`src/rtl/uart_tx_pkg.sv`:
```
package uart_tx_pkg;

   // Control register image, MSB first as it appears on cfg_rdata.
   typedef struct packed {
      logic txe;      // transmit enable
      logic rxe;      // receive enable
      logic stop2;    // two stop bits
      logic even;     // even parity sense
      logic par_en;   // parity bit present
      logic pulse;    // infrared pulse waveform
      logic clk_sel;  // baud clock source select
      logic rsvd;     // reads zero
   } ctl_t;

   localparam int CTL_W = $bits(ctl_t);

endpackage

```
`src/rtl/uart_txc_ctl.sv`:
```
module uart_txc_ctl
   import uart_tx_pkg::*;
(
   input  logic             clk,
   input  logic             rst_n,
   input  logic             wr_en_i,
   input  logic [CTL_W-1:0] wdata_i,
   input  logic             lp_req_i,
   input  logic             busy_i,
   output ctl_t             ctl_o
);

   ctl_t wr_img;
   logic fmt_open;
   logic src_open;

   assign wr_img   = ctl_t'(wdata_i);
   assign fmt_open = !busy_i;
   assign src_open = !busy_i && !ctl_o.txe && !ctl_o.rxe;

   always_ff @(posedge clk) begin
      if (!rst_n) begin
         ctl_o <= '0;
      end else if (lp_req_i) begin
         ctl_o.txe <= 1'b0;
         ctl_o.rxe <= 1'b0;
      end else if (wr_en_i) begin
         ctl_o.txe <= wr_img.txe;
         ctl_o.rxe <= wr_img.rxe;
         if (fmt_open) begin
            ctl_o.stop2  <= wr_img.stop2;
            ctl_o.even   <= wr_img.even;
            ctl_o.par_en <= wr_img.par_en;
            ctl_o.pulse  <= wr_img.pulse;
         end
         if (src_open) begin
            ctl_o.clk_sel <= wr_img.clk_sel;
         end
      end
   end

   AST_FMT_LOCK: assert property (@(posedge clk) disable iff (!rst_n)
      busy_i |=> $stable({ctl_o.stop2, ctl_o.even, ctl_o.par_en, ctl_o.pulse}));
   AST_SRC_GUARD: assert property (@(posedge clk) disable iff (!rst_n)
      (ctl_o.txe || ctl_o.rxe) |=> $stable(ctl_o.clk_sel));
   AST_LP_CLEARS_EN: assert property (@(posedge clk) disable iff (!rst_n)
      lp_req_i |=> (!ctl_o.txe && !ctl_o.rxe));
   AST_LP_KEEPS_FMT: assert property (@(posedge clk) disable iff (!rst_n)
      lp_req_i |=> $stable({ctl_o.stop2, ctl_o.even, ctl_o.par_en, ctl_o.pulse, ctl_o.clk_sel}));

endmodule

```
`src/rtl/uart_txc_buf.sv`:
```
module uart_txc_buf #(
   parameter int DATA_W = 8
) (
   input  logic              clk,
   input  logic              rst_n,
   input  logic              wr_en_i,
   input  logic [DATA_W-1:0] wdata_i,
   input  logic              txe_i,
   input  logic              flush_i,
   input  logic              take_i,
   output logic [DATA_W-1:0] data_o,
   output logic              full_o
);

   logic accept;

   assign accept = wr_en_i && txe_i && !full_o && !flush_i;

   always_ff @(posedge clk) begin
      if (!rst_n) begin
         full_o <= 1'b0;
         data_o <= '0;
      end else begin
         if (!txe_i || flush_i || take_i) begin
            full_o <= 1'b0;
         end else if (accept) begin
            full_o <= 1'b1;
         end
         if (accept) begin
            data_o <= wdata_i;
         end
      end
   end

   AST_DROP_ON_DISABLE: assert property (@(posedge clk) disable iff (!rst_n)
      !txe_i |=> !full_o);
   AST_TAKE_ONLY_FULL: assert property (@(posedge clk) disable iff (!rst_n)
      take_i |-> full_o);
   AST_FULL_HOLDS_DATA: assert property (@(posedge clk) disable iff (!rst_n)
      (full_o && txe_i && !take_i && !flush_i) |=> (full_o && $stable(data_o)));

endmodule

```
`src/rtl/uart_txc_shift.sv`:
```
module uart_txc_shift #(
   parameter int DATA_W        = 8,
   parameter int TICKS_PER_BIT = 16,
   localparam int FRAME_MAX    = DATA_W + 4,
   localparam int IDXW         = $clog2(FRAME_MAX),
   localparam int TCW          = $clog2(TICKS_PER_BIT)
) (
   input  logic              clk,
   input  logic              rst_n,
   input  logic              load_i,
   input  logic [DATA_W-1:0] ld_data_i,
   input  logic              ld_par_en_i,
   input  logic              ld_even_i,
   input  logic              ld_stop2_i,
   input  logic              tick_i,
   input  logic              abort_i,
   output logic              busy_o,
   output logic              bit_o,
   output logic [TCW-1:0]    tcnt_o
);

   localparam logic [TCW-1:0]  TC_LAST  = TCW'(TICKS_PER_BIT - 1);
   localparam logic [IDXW-1:0] IDX_BASE = IDXW'(DATA_W + 1);

   logic [FRAME_MAX-1:0] frame;
   logic [IDXW-1:0]      idx;
   logic [IDXW-1:0]      idx_last;
   logic                 par_bit;
   logic                 bit_end;

   assign par_bit = ld_even_i ? (^ld_data_i) : ~(^ld_data_i);
   assign bit_end = busy_o && tick_i && (tcnt_o == TC_LAST);
   assign bit_o   = frame[idx];

   always_ff @(posedge clk) begin
      if (!rst_n) begin
         busy_o   <= 1'b0;
         frame    <= '1;
         idx      <= '0;
         idx_last <= '0;
         tcnt_o   <= '0;
      end else if (abort_i) begin
         busy_o <= 1'b0;
         idx    <= '0;
         tcnt_o <= '0;
      end else if (load_i) begin
         busy_o   <= 1'b1;
         frame    <= {{(FRAME_MAX - DATA_W - 2){1'b1}},
                      (ld_par_en_i ? par_bit : 1'b1), ld_data_i, 1'b0};
         idx      <= '0;
         tcnt_o   <= '0;
         idx_last <= IDX_BASE + IDXW'(ld_par_en_i) + IDXW'(ld_stop2_i);
      end else if (bit_end) begin
         tcnt_o <= '0;
         if (idx == idx_last) begin
            busy_o <= 1'b0;
            idx    <= '0;
         end else begin
            idx <= idx + 1'b1;
         end
      end else if (busy_o && tick_i) begin
         tcnt_o <= tcnt_o + 1'b1;
      end
   end

   AST_LOAD_WHEN_IDLE: assert property (@(posedge clk) disable iff (!rst_n)
      load_i |-> !busy_o);
   AST_ABORT_STOPS: assert property (@(posedge clk) disable iff (!rst_n)
      abort_i |=> !busy_o);
   AST_FRAME_FROM_START: assert property (@(posedge clk) disable iff (!rst_n)
      $rose(busy_o) |-> (idx == '0 && tcnt_o == '0 && !bit_o));
   AST_BIT_HOLDS: assert property (@(posedge clk) disable iff (!rst_n)
      (busy_o && !tick_i && !abort_i) |=> $stable(idx));

endmodule

```
`src/rtl/uart_txc_line.sv`:
```
module uart_txc_line #(
   parameter int TICKS_PER_BIT = 16,
   parameter int IRDA_PULSE    = 3,
   parameter bit PULSE_EN      = 1'b1,
   localparam int TCW          = $clog2(TICKS_PER_BIT)
) (
   input  logic           clk,
   input  logic           rst_n,
   input  logic           busy_i,
   input  logic           bit_i,
   input  logic [TCW-1:0] tcnt_i,
   input  logic           pulse_sel_i,
   output logic           txd_o
);

   localparam logic [TCW-1:0] PULSE_END = TCW'(IRDA_PULSE);

   logic nrz;

   assign nrz = busy_i ? bit_i : 1'b1;

   generate
      if (PULSE_EN) begin : g_pulse
         logic ir;
         assign ir    = busy_i && !bit_i && (tcnt_i < PULSE_END);
         assign txd_o = pulse_sel_i ? ir : nrz;

         AST_PULSE_WINDOW: assert property (@(posedge clk) disable iff (!rst_n)
            (pulse_sel_i && txd_o) |-> (busy_i && tcnt_i < PULSE_END));
      end else begin : g_plain
         logic unused_sel;
         assign unused_sel = pulse_sel_i;
         assign txd_o      = nrz;
      end
   endgenerate

   AST_IDLE_HIGH: assert property (@(posedge clk) disable iff (!rst_n)
      (!busy_i && !pulse_sel_i) |-> txd_o);

endmodule

```
`src/rtl/uart_tx_engine.sv`:
```
module uart_tx_engine
   import uart_tx_pkg::*;
#(
   parameter int DATA_W        = 8,
   parameter int TICKS_PER_BIT = 16,
   parameter int IRDA_PULSE    = 3,
   parameter bit PULSE_EN      = 1'b1,
   localparam int TCW          = $clog2(TICKS_PER_BIT)
) (
   input  logic              clk,
   input  logic              rst_n,
   input  logic              cfg_wr,
   input  logic [7:0]        cfg_wdata,
   output logic [7:0]        cfg_rdata,
   input  logic              dat_wr,
   input  logic [DATA_W-1:0] dat_wdata,
   input  logic              baud_tick,
   input  logic              lp_req,
   output logic              txd,
   output logic              tx_empty,
   output logic              tx_busy
);

   generate
      if (DATA_W < 5 || DATA_W > 9) begin : g_bad_width
         $error("DATA_W must lie between 5 and 9");
      end
      if (TICKS_PER_BIT < 4) begin : g_bad_ticks
         $error("TICKS_PER_BIT must be at least 4");
      end
      if (IRDA_PULSE < 1 || IRDA_PULSE >= TICKS_PER_BIT) begin : g_bad_pulse
         $error("IRDA_PULSE must be shorter than a bit");
      end
      if (CTL_W != 8) begin : g_bad_ctl
         $error("control register must be 8 bits");
      end
   endgenerate

   ctl_t              ctl;
   logic              buf_full;
   logic [DATA_W-1:0] buf_data;
   logic              take;
   logic              sh_bit;
   logic [TCW-1:0]    sh_tcnt;

   assign take      = buf_full && ctl.txe && !tx_busy && !lp_req;
   assign cfg_rdata = ctl;
   assign tx_empty  = !buf_full;

   uart_txc_ctl u_ctl (
      .clk      (clk),
      .rst_n    (rst_n),
      .wr_en_i  (cfg_wr),
      .wdata_i  (cfg_wdata),
      .lp_req_i (lp_req),
      .busy_i   (tx_busy),
      .ctl_o    (ctl)
   );

   uart_txc_buf #(.DATA_W(DATA_W)) u_buf (
      .clk     (clk),
      .rst_n   (rst_n),
      .wr_en_i (dat_wr),
      .wdata_i (dat_wdata),
      .txe_i   (ctl.txe),
      .flush_i (lp_req),
      .take_i  (take),
      .data_o  (buf_data),
      .full_o  (buf_full)
   );

   uart_txc_shift #(.DATA_W(DATA_W), .TICKS_PER_BIT(TICKS_PER_BIT)) u_shift (
      .clk         (clk),
      .rst_n       (rst_n),
      .load_i      (take),
      .ld_data_i   (buf_data),
      .ld_par_en_i (ctl.par_en),
      .ld_even_i   (ctl.even),
      .ld_stop2_i  (ctl.stop2),
      .tick_i      (baud_tick),
      .abort_i     (lp_req),
      .busy_o      (tx_busy),
      .bit_o       (sh_bit),
      .tcnt_o      (sh_tcnt)
   );

   uart_txc_line #(
      .TICKS_PER_BIT (TICKS_PER_BIT),
      .IRDA_PULSE    (IRDA_PULSE),
      .PULSE_EN      (PULSE_EN)
   ) u_line (
      .clk         (clk),
      .rst_n       (rst_n),
      .busy_i      (tx_busy),
      .bit_i       (sh_bit),
      .tcnt_i      (sh_tcnt),
      .pulse_sel_i (ctl.pulse),
      .txd_o       (txd)
   );

   AST_NO_START_DISABLED: assert property (@(posedge clk) disable iff (!rst_n)
      $rose(tx_busy) |-> $past(ctl.txe));
   AST_EMPTY_ON_LOAD: assert property (@(posedge clk) disable iff (!rst_n)
      $rose(tx_busy) |-> tx_empty);

endmodule

```
`config.mk`:
```
export PLATFORM = sky130hd
export DESIGN_NAME = uart_tx_engine
export DESIGN_NICKNAME = d
export VERILOG_FILES = /design/src/rtl/uart_tx_pkg.sv /design/src/rtl/uart_txc_ctl.sv /design/src/rtl/uart_txc_buf.sv /design/src/rtl/uart_txc_shift.sv /design/src/rtl/uart_txc_line.sv /design/src/rtl/uart_tx_engine.sv
export SDC_FILE = /design/constraint.sdc
export NUM_CORES = 1
export LEC_CHECK = 0
export BUFFER_PORTS_ARGS = -buffer_cell sky130_fd_sc_hd__buf_2
export CAP_MARGIN = 30
export CELL_PAD_IN_SITES_DETAIL_PLACEMENT = 1
export CELL_PAD_IN_SITES_GLOBAL_PLACEMENT = 1
export CORE_ASPECT_RATIO = 1.25
export CORE_MARGIN = 1
export CORE_UTILIZATION = 37
export DETAILED_ROUTE_END_ITERATION = 6
export GPL_TIMING_DRIVEN = 1
export PLACE_DENSITY_LB_ADDON = 0.1
export SETUP_SLACK_MARGIN = 0.1
export SLEW_MARGIN = 20
export SYNTH_ARGS = -nofsm -noshare
export SYNTH_HDL_FRONTEND = slang
export SYNTH_SLANG_ARGS = --single-unit
```
`constraint.sdc`:
```
create_clock -name clk -period 1.7 [get_ports clk]
set_input_delay 0.51 -clock clk [delete_from_list [all_inputs] [get_ports clk]]
set_output_delay 0.51 -clock clk [all_outputs]
set_load 0.005 [all_outputs]
```
== Word level (Yosys, flattened, before mapping) ==
Index checks and enable logic that the tools add are counted.
Storage, ports and cells
  register bits: 39
  output and inout port bits: 11
  logic and storage cells: 67
Cells by class
  $add $sub $neg: 4
  magnitude comparators: 2
  equal/unequal tests: 2
  mux-type cells: 10
  bitwise gates (word level): 4
  reductions and logical operators: 31
Operators with widths (count)
  logical AND 1 bit: 12
  adder 4 x 1 -> 4 bit (second input constant): 2
  2-to-1 mux 1 bit: 8
  parity 8 bit: 1
  logical NOT 1 bit: 6
  AND reduction 3 bit: 2
  less-than comparator 4 x 5 -> 1 bit (second input constant): 1
  adder 4 x 1 -> 4 bit: 1
  adder 4 x 1 -> 4 bit (first input constant): 1
  binary-select mux 1 bit (select 4 bit): 1
  == test 4 bit: 1
  == test 4 bit (second input constant): 1
  less-than comparator 4 x 2 -> 1 bit (second input constant): 1
  2-to-1 mux 4 bit: 1
  NOT 1 bit: 4
  AND reduction 2 bit: 2
  nonzero test 2 bit: 2
  OR reduction 2 bit: 2
  OR reduction 4 bit: 1
  OR reduction 3 bit: 1
  logical OR 1 bit: 2

== Depth between registers and ports, before layout ==
Gate-level depths: netlist of the first run.
  depth after elaboration: 6
  mapped depth: 5
  gate-level depth less buffers: 5

== Cells and area by module ==
A second synthesis of the first run with hierarchy kept.
Second synthesis, totals
  cells, all modules: 196
  area total of the unflattened synthesis: 1806.7 um2
Modules (own cells, without submodules)
  uart_txc_shift: times used 1, cells an instance 124, area an instance 1082.3 um2
  uart_txc_buf: times used 1, cells an instance 39, area an instance 376.6 um2
  uart_txc_ctl: times used 1, cells an instance 27, area an instance 291.5 um2
  uart_txc_line: times used 1, cells an instance 4, area an instance 40.0 um2
  uart_tx_engine: times used 1, cells an instance 2, area an instance 16.3 um2

== Least setup slack after synthesis of the first run ==
Ideal clock, no wire load.
  path type: register -> output
  start: register u_shift.idx[0]
  end: output txd
  arrival: 1335 ps
  data required time: 1190 ps
  path slack: -145 ps
  stages on the path, launching flop included: 6
  cell sequence: dfxtp_1 > buf_6 > mux4_2 > nor2_2 > o311ai_2 > mux2i_1
Between the ends
  word-level cells in the longest chain between the ends: 6
  elaborated cells on any way between the ends: 7
  classes of those cells: 4 x mux; 3 x reduce/logical
RTL lines
  start, declared: line uart_txc_shift.sv:26  | logic [IDXW-1:0] idx;
  start signal, assigned: line uart_txc_shift.sv:59  | idx <= idx + 1'b1;
  binary-select mux 1 bit (select 4 bit) *: line uart_txc_shift.sv:33  | assign bit_o = frame[idx];
  2-to-1 mux 1 bit (implied by the code) *: line uart_txc_shift.sv:33
  logical NOT 1 bit: line uart_txc_line.sv:25  | assign ir = busy_i && !bit_i && (tcnt_i < PULSE_END);
  logical AND 1 bit (2 in series): line uart_txc_line.sv:25
  2-to-1 mux 1 bit *: line uart_txc_line.sv:26  | assign txd_o = pulse_sel_i ? ir : nrz;
  end, declared: line uart_tx_engine.sv:19  | output logic txd,
Mark *: on every way between the ends. The rest lies on a longest branch, timed or not. The select of a mux whose other input is x is not followed.

== Worst setup path after layout of the first run ==
Same ends and word-level chain as after synthesis.

==> results of run 1 <==
## sequential cells by signal, indices dropped and copies added, names as in the netlist
name              count
u_shift.frame        10
u_shift.tcnt_o        4
u_shift.idx           4
u_shift.idx_last      3
u_buf.data_o          8
u_ctl.ctl_o           7
u_buf.full_o          1
u_shift.busy_o        1
## repair_timing
action,CTS,global route
resized for setup,1,3
pin swaps,1,0
setup endpoints to repair,1,3
## per-layer routing
metal | GRT usage | vias up | routed length, microns
met4 | 0.0556 | 0 | 44
met2 | 0.341 | 17 | 2310
met3 | 0.0457 | 4 | 90
met1 | 0.189 | 703 | 1660
met5 | 0 | - | 0
li1 | - | 740 | -
## stage by stage
step,TNS [ns],util,total power [W]
after floorplan,-0.130,-,0.000982
after global placement,-0.235,0.443,0.00102
after detailed placement,-0.271,0.443,0.00103
after CTS,-0.545,0.464,0.00165
after global routing,-0.608,0.467,0.00172
final,-0.520,0.467,0.00163
## worst max-delay path, cell delays in order, from the launching register on
cell      delay (ns)
dfxtp_4         0.37
mux4_2          0.49
nand3b_1        0.12
o311ai_2        0.13
mux2i_1         0.18
buf_2           0.13
## area by class of cell
type	instances	area (sq um)
fillers	566	2410
repair buffers	40	238
clock buffers	7	86.3
inverters	4	15.0
clock inverters	1	5.00
well taps	58	72.6
multi-input cells	146	931
flip-flops and latches	38	764
## power by group through the flow
stage	registers, W	logic, W	clock network (W)
final	0.000904	0.000103	0.000621
after global routing	0.000905	0.000115	0.000695
after CTS	0.000904	0.000104	0.000645
after detailed placement	0.000927	0.000104	0
after global placement	0.000926	0.0000986	0
after floorplan	0.000925	0.0000573	0
## layout by cell type (no fill, tap or decap), types with 2 or more instances in the layout
cell type  netlist  layout
a21oi_1          5       5
mux4_2           2       2
ha_1             3       3
xnor2_1          8       8
dfxtp_1         38      37
nor2b_1          4       4
buf_2            2      30
xor2_1           6       6
or3_1            2       2
inv_1            4       4
o21ai_0          2       2
nor3_1           7       7
nand3_1         14      14
clkbuf_8         0       6
mux2i_1          6       6
nand2_1         44      44
o211a_1          2       2
nor3b_2          1       2
buf_4            6       9
a211oi_1         2       2
a21boi_0         9       9
nor2_1          11      10
nor2_2           1       2
## worst paths after layout
path / startpoint / end / slack [ns] / cells after the start
setup / recovery: u_shift.idx[0] / txd / -0.52 / 5
setup reg to reg: u_shift.idx[0] / u_shift.idx[1] / 0.21 / 5
hold reg to reg: u_ctl.ctl_o[1] / u_ctl.ctl_o[1] / 0.47 / 2
hold / removal: u_ctl.ctl_o[1] / u_ctl.ctl_o[1] / 0.47 / 2
## logic make-up after synthesis
kind of cell,Yosys count
buf+inv,19
fa+ha+maj,3
mux,9
simple gates,94
compound gates,24
other cells,1
flops,38
xor+xnor,15
==> results.cfg, run 1 <==
[final_layout]
syn_to_final_growth_pct = 17.8
fin_area_sq_um = 2110
diodes = 0
nets = 260
fin_cells = 294
drive_gt1_frac = 0.242

[drt]
post_drt_via_cell_ratio = 4.98
first_iter_violations = 46
ant_nets = 0
vias = 1464
first_pass_iters = 2
drt-total-wl_microns = 4100
wl_per_cell_microns = 14.0
drc = 0

[critical_path]
cp_max_fo = 4
worstPathArrival_ns = 1.71
setup.worst_path.end_class = output port
path_class = reg2out
cp.required_ns = 1.19
crit_path_start_kind = flip-flop

[yosys]
syn_nets = 228
postSynthRegisterBits = 38
synth-edff-count = 0
netlist_area_sq_um = 1790
synth_ff_type = dfxtp_1
synth_top_area_cell = dfxtp_1
yosys_warnings = 0
synth-compound-area-share = 0.0984
seq_area_frac_synth = 0.424
async_flop_share = 0
yosysTopAreaCellShare = 0.424
synth_top_family_by_area = simple AND/OR/NAND/NOR gates
synthMuxAreaShare = 0.0649
synth.cells.most_frequent = 44 x nand2_1, 38 x dfxtp_1, 14 x nand3_1
synthSimpleGateAreaFrac = 0.246
synthAdderAreaFrac = 0.0209
syn_area_per_cell_sq_um = 8.83
synth_xor_area_frac = 0.0809
yosysMostFrequentCell = nand2_1
synth_cells = 203
ys_types = 40
synthTopCellsByArea = dfxtp_1 42%, nand2_1 9.2%, nand3_1 3.9%

[place]
post-dp-hpwl_microns = 3190
dpl.cell_count = 286
placed_area_sq_um = 2010
place.port_buffers = 30
dp_slack_ns = -0.271
place_congestion = 0.730

[clock_network]
clkTransAtPathRegs_ns = 0.07
cts_setup_buffers = 0
ctsHtreeMaxLevel = 2
cts_buffers = 5
cts_sinks = 38
clockBufferDepth = 2
clock_latency_ns = 0.28
cts-root-buf = clkbuf_8
tritoncts = done
cts_hold_buf = 0

[floorplan]
design.core.area_sq_um = 4530
rows = 27
die_width_microns = 64.3
die_h_microns = 79.8
ios = 33
start_util = 0.396
die-area_sq_um = 5130

[run_status]
violations = negative setup slack
status = complete, but fails checks

[pwr]
combPwrFrac = 0.063
seq_power_share = 0.555
peakVddDrop_mv = 0.490
intPower_w = 0.00128
p_sw_w = 0.000351
p_leak_nw = 0.908
power.share.clock = 0.382
p_sw_frac = 0.216
powerDensity_nw_per_um2 = 771

[sta]
setup_slack_ns = -0.520
fin_crit_ns = 2.22
clock_skew_ns = 0.00542
max_clock_freq_mhz = 450
setup-violations-final = 1
maxSlewViolCount = 0
whs_ns = 0.466
hold_violations = 0
period_share = 1.31
rsz0062_at_grt = true

[job]
cap_violations = 0

[global_routing]
grt_usage = 0.179
grt_pass1_vias = 1625
antenna_found_initial = 0
grt_remaining_overflow = 0
grt_max_degree = 28
grt_pass1_wl_microns = 7110

[hold_path]
hold_class = reg2reg
(Power assumes the default switching activity.)
==> run 2: changes to the inputs <==
CORE_UTILIZATION = 39   (was 37)
CTS_BUF_LIST = sky130_fd_sc_hd__clkbuf_4 sky130_fd_sc_hd__clkbuf_8   (was not set)
==> results.cfg, run 2 (synthesis results as in run 1) <==
[floorplan]
design.core.area_sq_um = 4430
die_h_microns = 77.8
die_width_microns = 62.6
die-area_sq_um = 4870
rows = 27
ios = 33
start_util = 0.405

[clock_network]
cts_sinks = 38
cts_hold_buf = 0
clockBufferDepth = 2
tritoncts = done
clkTransAtPathRegs_ns = 0.08
cts-root-buf = clkbuf_8
cts_buffers = 5
ctsHtreeMaxLevel = 2
clock_latency_ns = 0.29

[final_layout]
layout_commonest_cell = nand2_1
largest_register_ffs = 10
reg_top3 = u_shift.frame: 10 flops, u_buf.data_o: 8 flops, u_ctl.ctl_o: 7 flops
multi_input_area_sq_um = 931
diodes = 0
syn_to_final_growth_pct = 18.0
fin_area_sq_um = 2120
regArea_sq_um = 764
top_register = u_shift.frame
mostFrequentLayoutCells = 44 x nand2_1, 37 x dfxtp_1, 30 x buf_2
fillers = 539
drive_gt1_frac = 0.246
post-route-util = 0.478
nets = 260

[job]
cap_violations = 0

[place]
place.port_buffers = 30
place_congestion = 0.775
post-dp-hpwl_microns = 3290
placed_area_sq_um = 2010

[pwr]
powerDensity_nw_per_um2 = 783
power.share.clock = 0.392
p_sw_w = 0.000381
p_leak_nw = 0.906
seq_power_share = 0.546
p_sw_frac = 0.230
peakVddDrop_mv = 0.438
combPwrFrac = 0.062
intPower_w = 0.00128
power_w = 0.00166

[critical_path]
cp_slowest_stage_delay_ns = 0.51
crit_path_start_kind = flip-flop
path_class = reg2out
path_cells = mux4_2, nand3b_1, o311ai_2, mux2i_1, buf_2
worstPathArrival_ns = 1.73
cp_slowest_cell = mux4_2
setup.worst_path.end_class = output port
cp.required_ns = 1.19
cp_max_fo = 4

[drt]
first_pass_iters = 4
drt-total-wl_microns = 4210
vias = 1488
ant_nets = 0
first_iter_violations = 63
post_drt_via_cell_ratio = 5.06
drc = 0
wl_per_cell_microns = 14.3

[run_status]
status = complete, but fails checks
violations = negative setup slack

[sta]
period_share = 1.32
setup-violations-final = 1
finalSetupTns_ns = -0.541
hold_violations = 0
fin_crit_ns = 2.24
rsz0062_at_grt = true
max_clock_freq_mhz = 446
whs_ns = 0.465
clock_skew_ns = 0.00518
maxSlewViolCount = 0
setup_slack_ns = -0.541

[global_routing]
grt_remaining_overflow = 0
grt_max_degree = 28
grt_pass1_wl_microns = 7270
antenna_found_initial = 0
grt_pass1_vias = 1536
grt_usage = 0.191

[hold_path]
hold_class = reg2reg
run 2: cell types whose count changed in the layout (fill, tap and decap cells not counted):
| cell | delta |
|---|---|
| clkbuf_1 | -1 |
| clkinvlp_4 | +1 |
run 2: worst paths after layout:
path | start | to | slack (ns) | cells after the start
worst min-delay path | u_shift.frame[0] | u_shift.frame[0] | 0.47 | 2
worst max register to register | u_shift.idx[0] | u_shift.idx[1] | 0.12 | 5
worst min register to register | u_shift.frame[0] | u_shift.frame[0] | 0.47 | 2
worst max-delay path | u_shift.idx[0] | txd | -0.54 | 5
run 2: cell type report:
class	count	area share
Clock buffer	6	0.0390
Clock inverter	2	0.00591
Inverter	4	0.00710
Multi-Input combinational cell	146	0.440
Sequential cell	38	0.361
Tap cell	58	0.0343
Timing Repair Buffer	40	0.112
run 2: worst max-delay path, delay by kind of cell (launching register included):
| family | cells | cell delay (ns) |
|---|---|---|
| multiplexers | 2 | 0.67 |
| AO/OA/AOI/OAI | 1 | 0.13 |
| flip-flops | 1 | 0.38 |
| buffers and inverters | 1 | 0.13 |
| AND/OR/NAND/NOR | 1 | 0.13 |
run 2: layer usage:
layer,global-route usage,share of wire
met4,0.0651,0.010
met5,0,0
met3,0.0412,0.027
met2,0.336,0.53
met1,0.227,0.43
run 2: per-stage QoR:
stage	std cells	worst slack, ns
after floorplan	203	-0.130
after global placement	286	-0.236
after detailed placement	286	-0.254
after CTS	294	-0.569
after global routing	294	-0.657
final	294	-0.541
run 2: power groups by stage:
stage | clock network, W | logic (W) | registers [W]
3_5_place_dp | 0 | 0.000103 | 0.000927
3_3_place_gp | 0 | 0.0000985 | 0.000926
6_report | 0.000650 | 0.000102 | 0.000904
5_1_grt | 0.000718 | 0.000114 | 0.000905
2_1_floorplan | 0 | 0.0000573 | 0.000925
4_1_cts | 0.000670 | 0.000103 | 0.000904
run 2: timing repair:
item                                   in CTS  in global routing
gates cloned                                0                  0
setup endpoints to repair                   1                  5
gates resized for setup                     1                  3
endpoints found under the hold margin       0                  0
buffers inserted                            0                  0
==> run 3: changes to the inputs <==
CAP_MARGIN = not set   (was 30)
CORE_UTILIZATION = 43   (was 39)
clock period = 2.3 ns   (was 1.7 ns; I/O delays follow)
==> results.cfg, run 3 (synthesis results as in run 1) <==
[final_layout]
multi_input_area_sq_um = 920
fin_cells = 284
fillers = 499
syn_to_final_growth_pct = 13.7
diodes = 0
reg_top3 = u_shift.frame: 10 flops, u_buf.data_o: 8 flops, u_ctl.ctl_o: 7 flops
top_register = u_shift.frame
nets = 255
drive_gt1_frac = 0.213
largest_register_ffs = 10
layout_commonest_cell = nand2_1
fin_area_sq_um = 2040
regArea_sq_um = 764
mostFrequentLayoutCells = 44 x nand2_1, 37 x dfxtp_1, 30 x buf_2

[job]
cap_violations = 0

[clock_network]
cts_resized = 2
tritoncts = done
clkTransAtPathRegs_ns = 0.07
clockBufferDepth = 2
cts_sinks = 38
clock_latency_ns = 0.29
ctsHtreeMaxLevel = 2
cts_setup_buffers = 0
cts_buffers = 5
cts-root-buf = clkbuf_8
cts_hold_buf = 0

[sta]
fin_crit_ns = 2.42
period_share = 1.05
setup-violations-final = 1
setup_slack_ns = -0.121
max_slew_margin = 0.614
maxSlewViolCount = 0
rsz0062_at_grt = true
clock_skew_ns = 0.00390
worst_pin_slew_ns = 0.577
hold_violations = 0
max_clock_freq_mhz = 413

[global_routing]
grtUsageMet1 = 0.223
grt_max_degree = 18
use_met3 = 0.0574
met2_usage = 0.378
gr-max-usage-layer = met2
grt_pass1_vias = 1480
grt_pass1_wl_microns = 6770
grt_remaining_overflow = 0
grt_usage = 0.211
antenna_found_initial = 0

[run_status]
status = complete, but fails checks
violations = negative setup slack

[place]
post-dp-hpwl_microns = 3140
placed_area_sq_um = 1950
dp_slack_ns = 0.0914
place_congestion = 0.798
place.port_buffers = 30
dpl.cell_count = 277

[critical_path]
cp.required_ns = 1.61
cp_max_fo = 4
path_class = reg2out
critPathLaunch = u_shift.idx[0]
crit_path_start_kind = flip-flop
r2r_start = u_shift.busy_o
setup.worst_path.end_class = output port
worstPathArrival_ns = 1.73

[floorplan]
die_width_microns = 59.8
ios = 33
design.core.area_sq_um = 3880
start_util = 0.462
die_h_microns = 74.2
rows = 25
die-area_sq_um = 4430

[drt]
first_iter_violations = 59
wl_per_cell_microns = 14.5
drt-total-wl_microns = 4130
vias = 1474
ant_nets = 0
drc = 0
post_drt_via_cell_ratio = 5.19
first_pass_iters = 4

[pwr]
power_w = 0.00119
p_sw_w = 0.000265
combPwrFrac = 0.058
intPower_w = 0.000930
powerDensity_nw_per_um2 = 586
p_sw_frac = 0.222
peakVddDrop_mv = 0.343
power.share.clock = 0.382
seq_power_share = 0.560
p_leak_nw = 0.872

[hold_path]
hold_class = reg2reg
min_from = u_shift.frame[0]
## run 3: area by class of cell
type	instances	share of cell area
Sequential cell	38	0.375
Inverter	4	0.00737
Tap cell	54	0.0331
Multi-Input combinational cell	146	0.451
Timing Repair Buffer	35	0.0921
Clock buffer	7	0.0411
## run 3: per-layer routing
layer  vias to the layer above  wire length, microns
li1                        730                     -
met1                       711                  1700
met2                        22                  2210
met3                        11                   104
met4                         0                   117
met5                         -                     0
## run 3: worst max-delay path: stages (launching register included)
cell and delay, ns:
dfxtp_4 0.38, mux4_2 0.51, nor2_2 0.11, o311ai_2 0.13, mux2i_1 0.18, buf_2 0.13
## run 3: final timing paths
check                     endpoint  slack, ns  cells after the start
setup / recovery               txd      -0.12                      5
hold / removal    u_shift.frame[0]       0.46                      2
setup reg to reg    u_shift.idx[1]       0.63                      4
hold reg to reg   u_shift.frame[0]       0.46                      2
## run 3: power by group through the flow
stage               Combinational (W)  Clock [W]  Sequential, W
detailed placement          0.0000701          0       0.000685
global route                0.0000779   0.000487       0.000669
floorplan                   0.0000423          0       0.000684
CTS                         0.0000707   0.000465       0.000669
global placement            0.0000664          0       0.000684
finish                      0.0000697   0.000456       0.000668
## run 3: per-stage QoR
stage	hold slack, ns	utilization	setup TNS (ns)
6_report	0.457	0.525	-0.121
5_1_grt	0.500	0.525	-0.184
4_1_cts	0.454	0.525	-0.148
3_5_place_dp	0.443	0.503	0
3_3_place_gp	0.433	0.503	0
2_1_floorplan	0.419	-	0
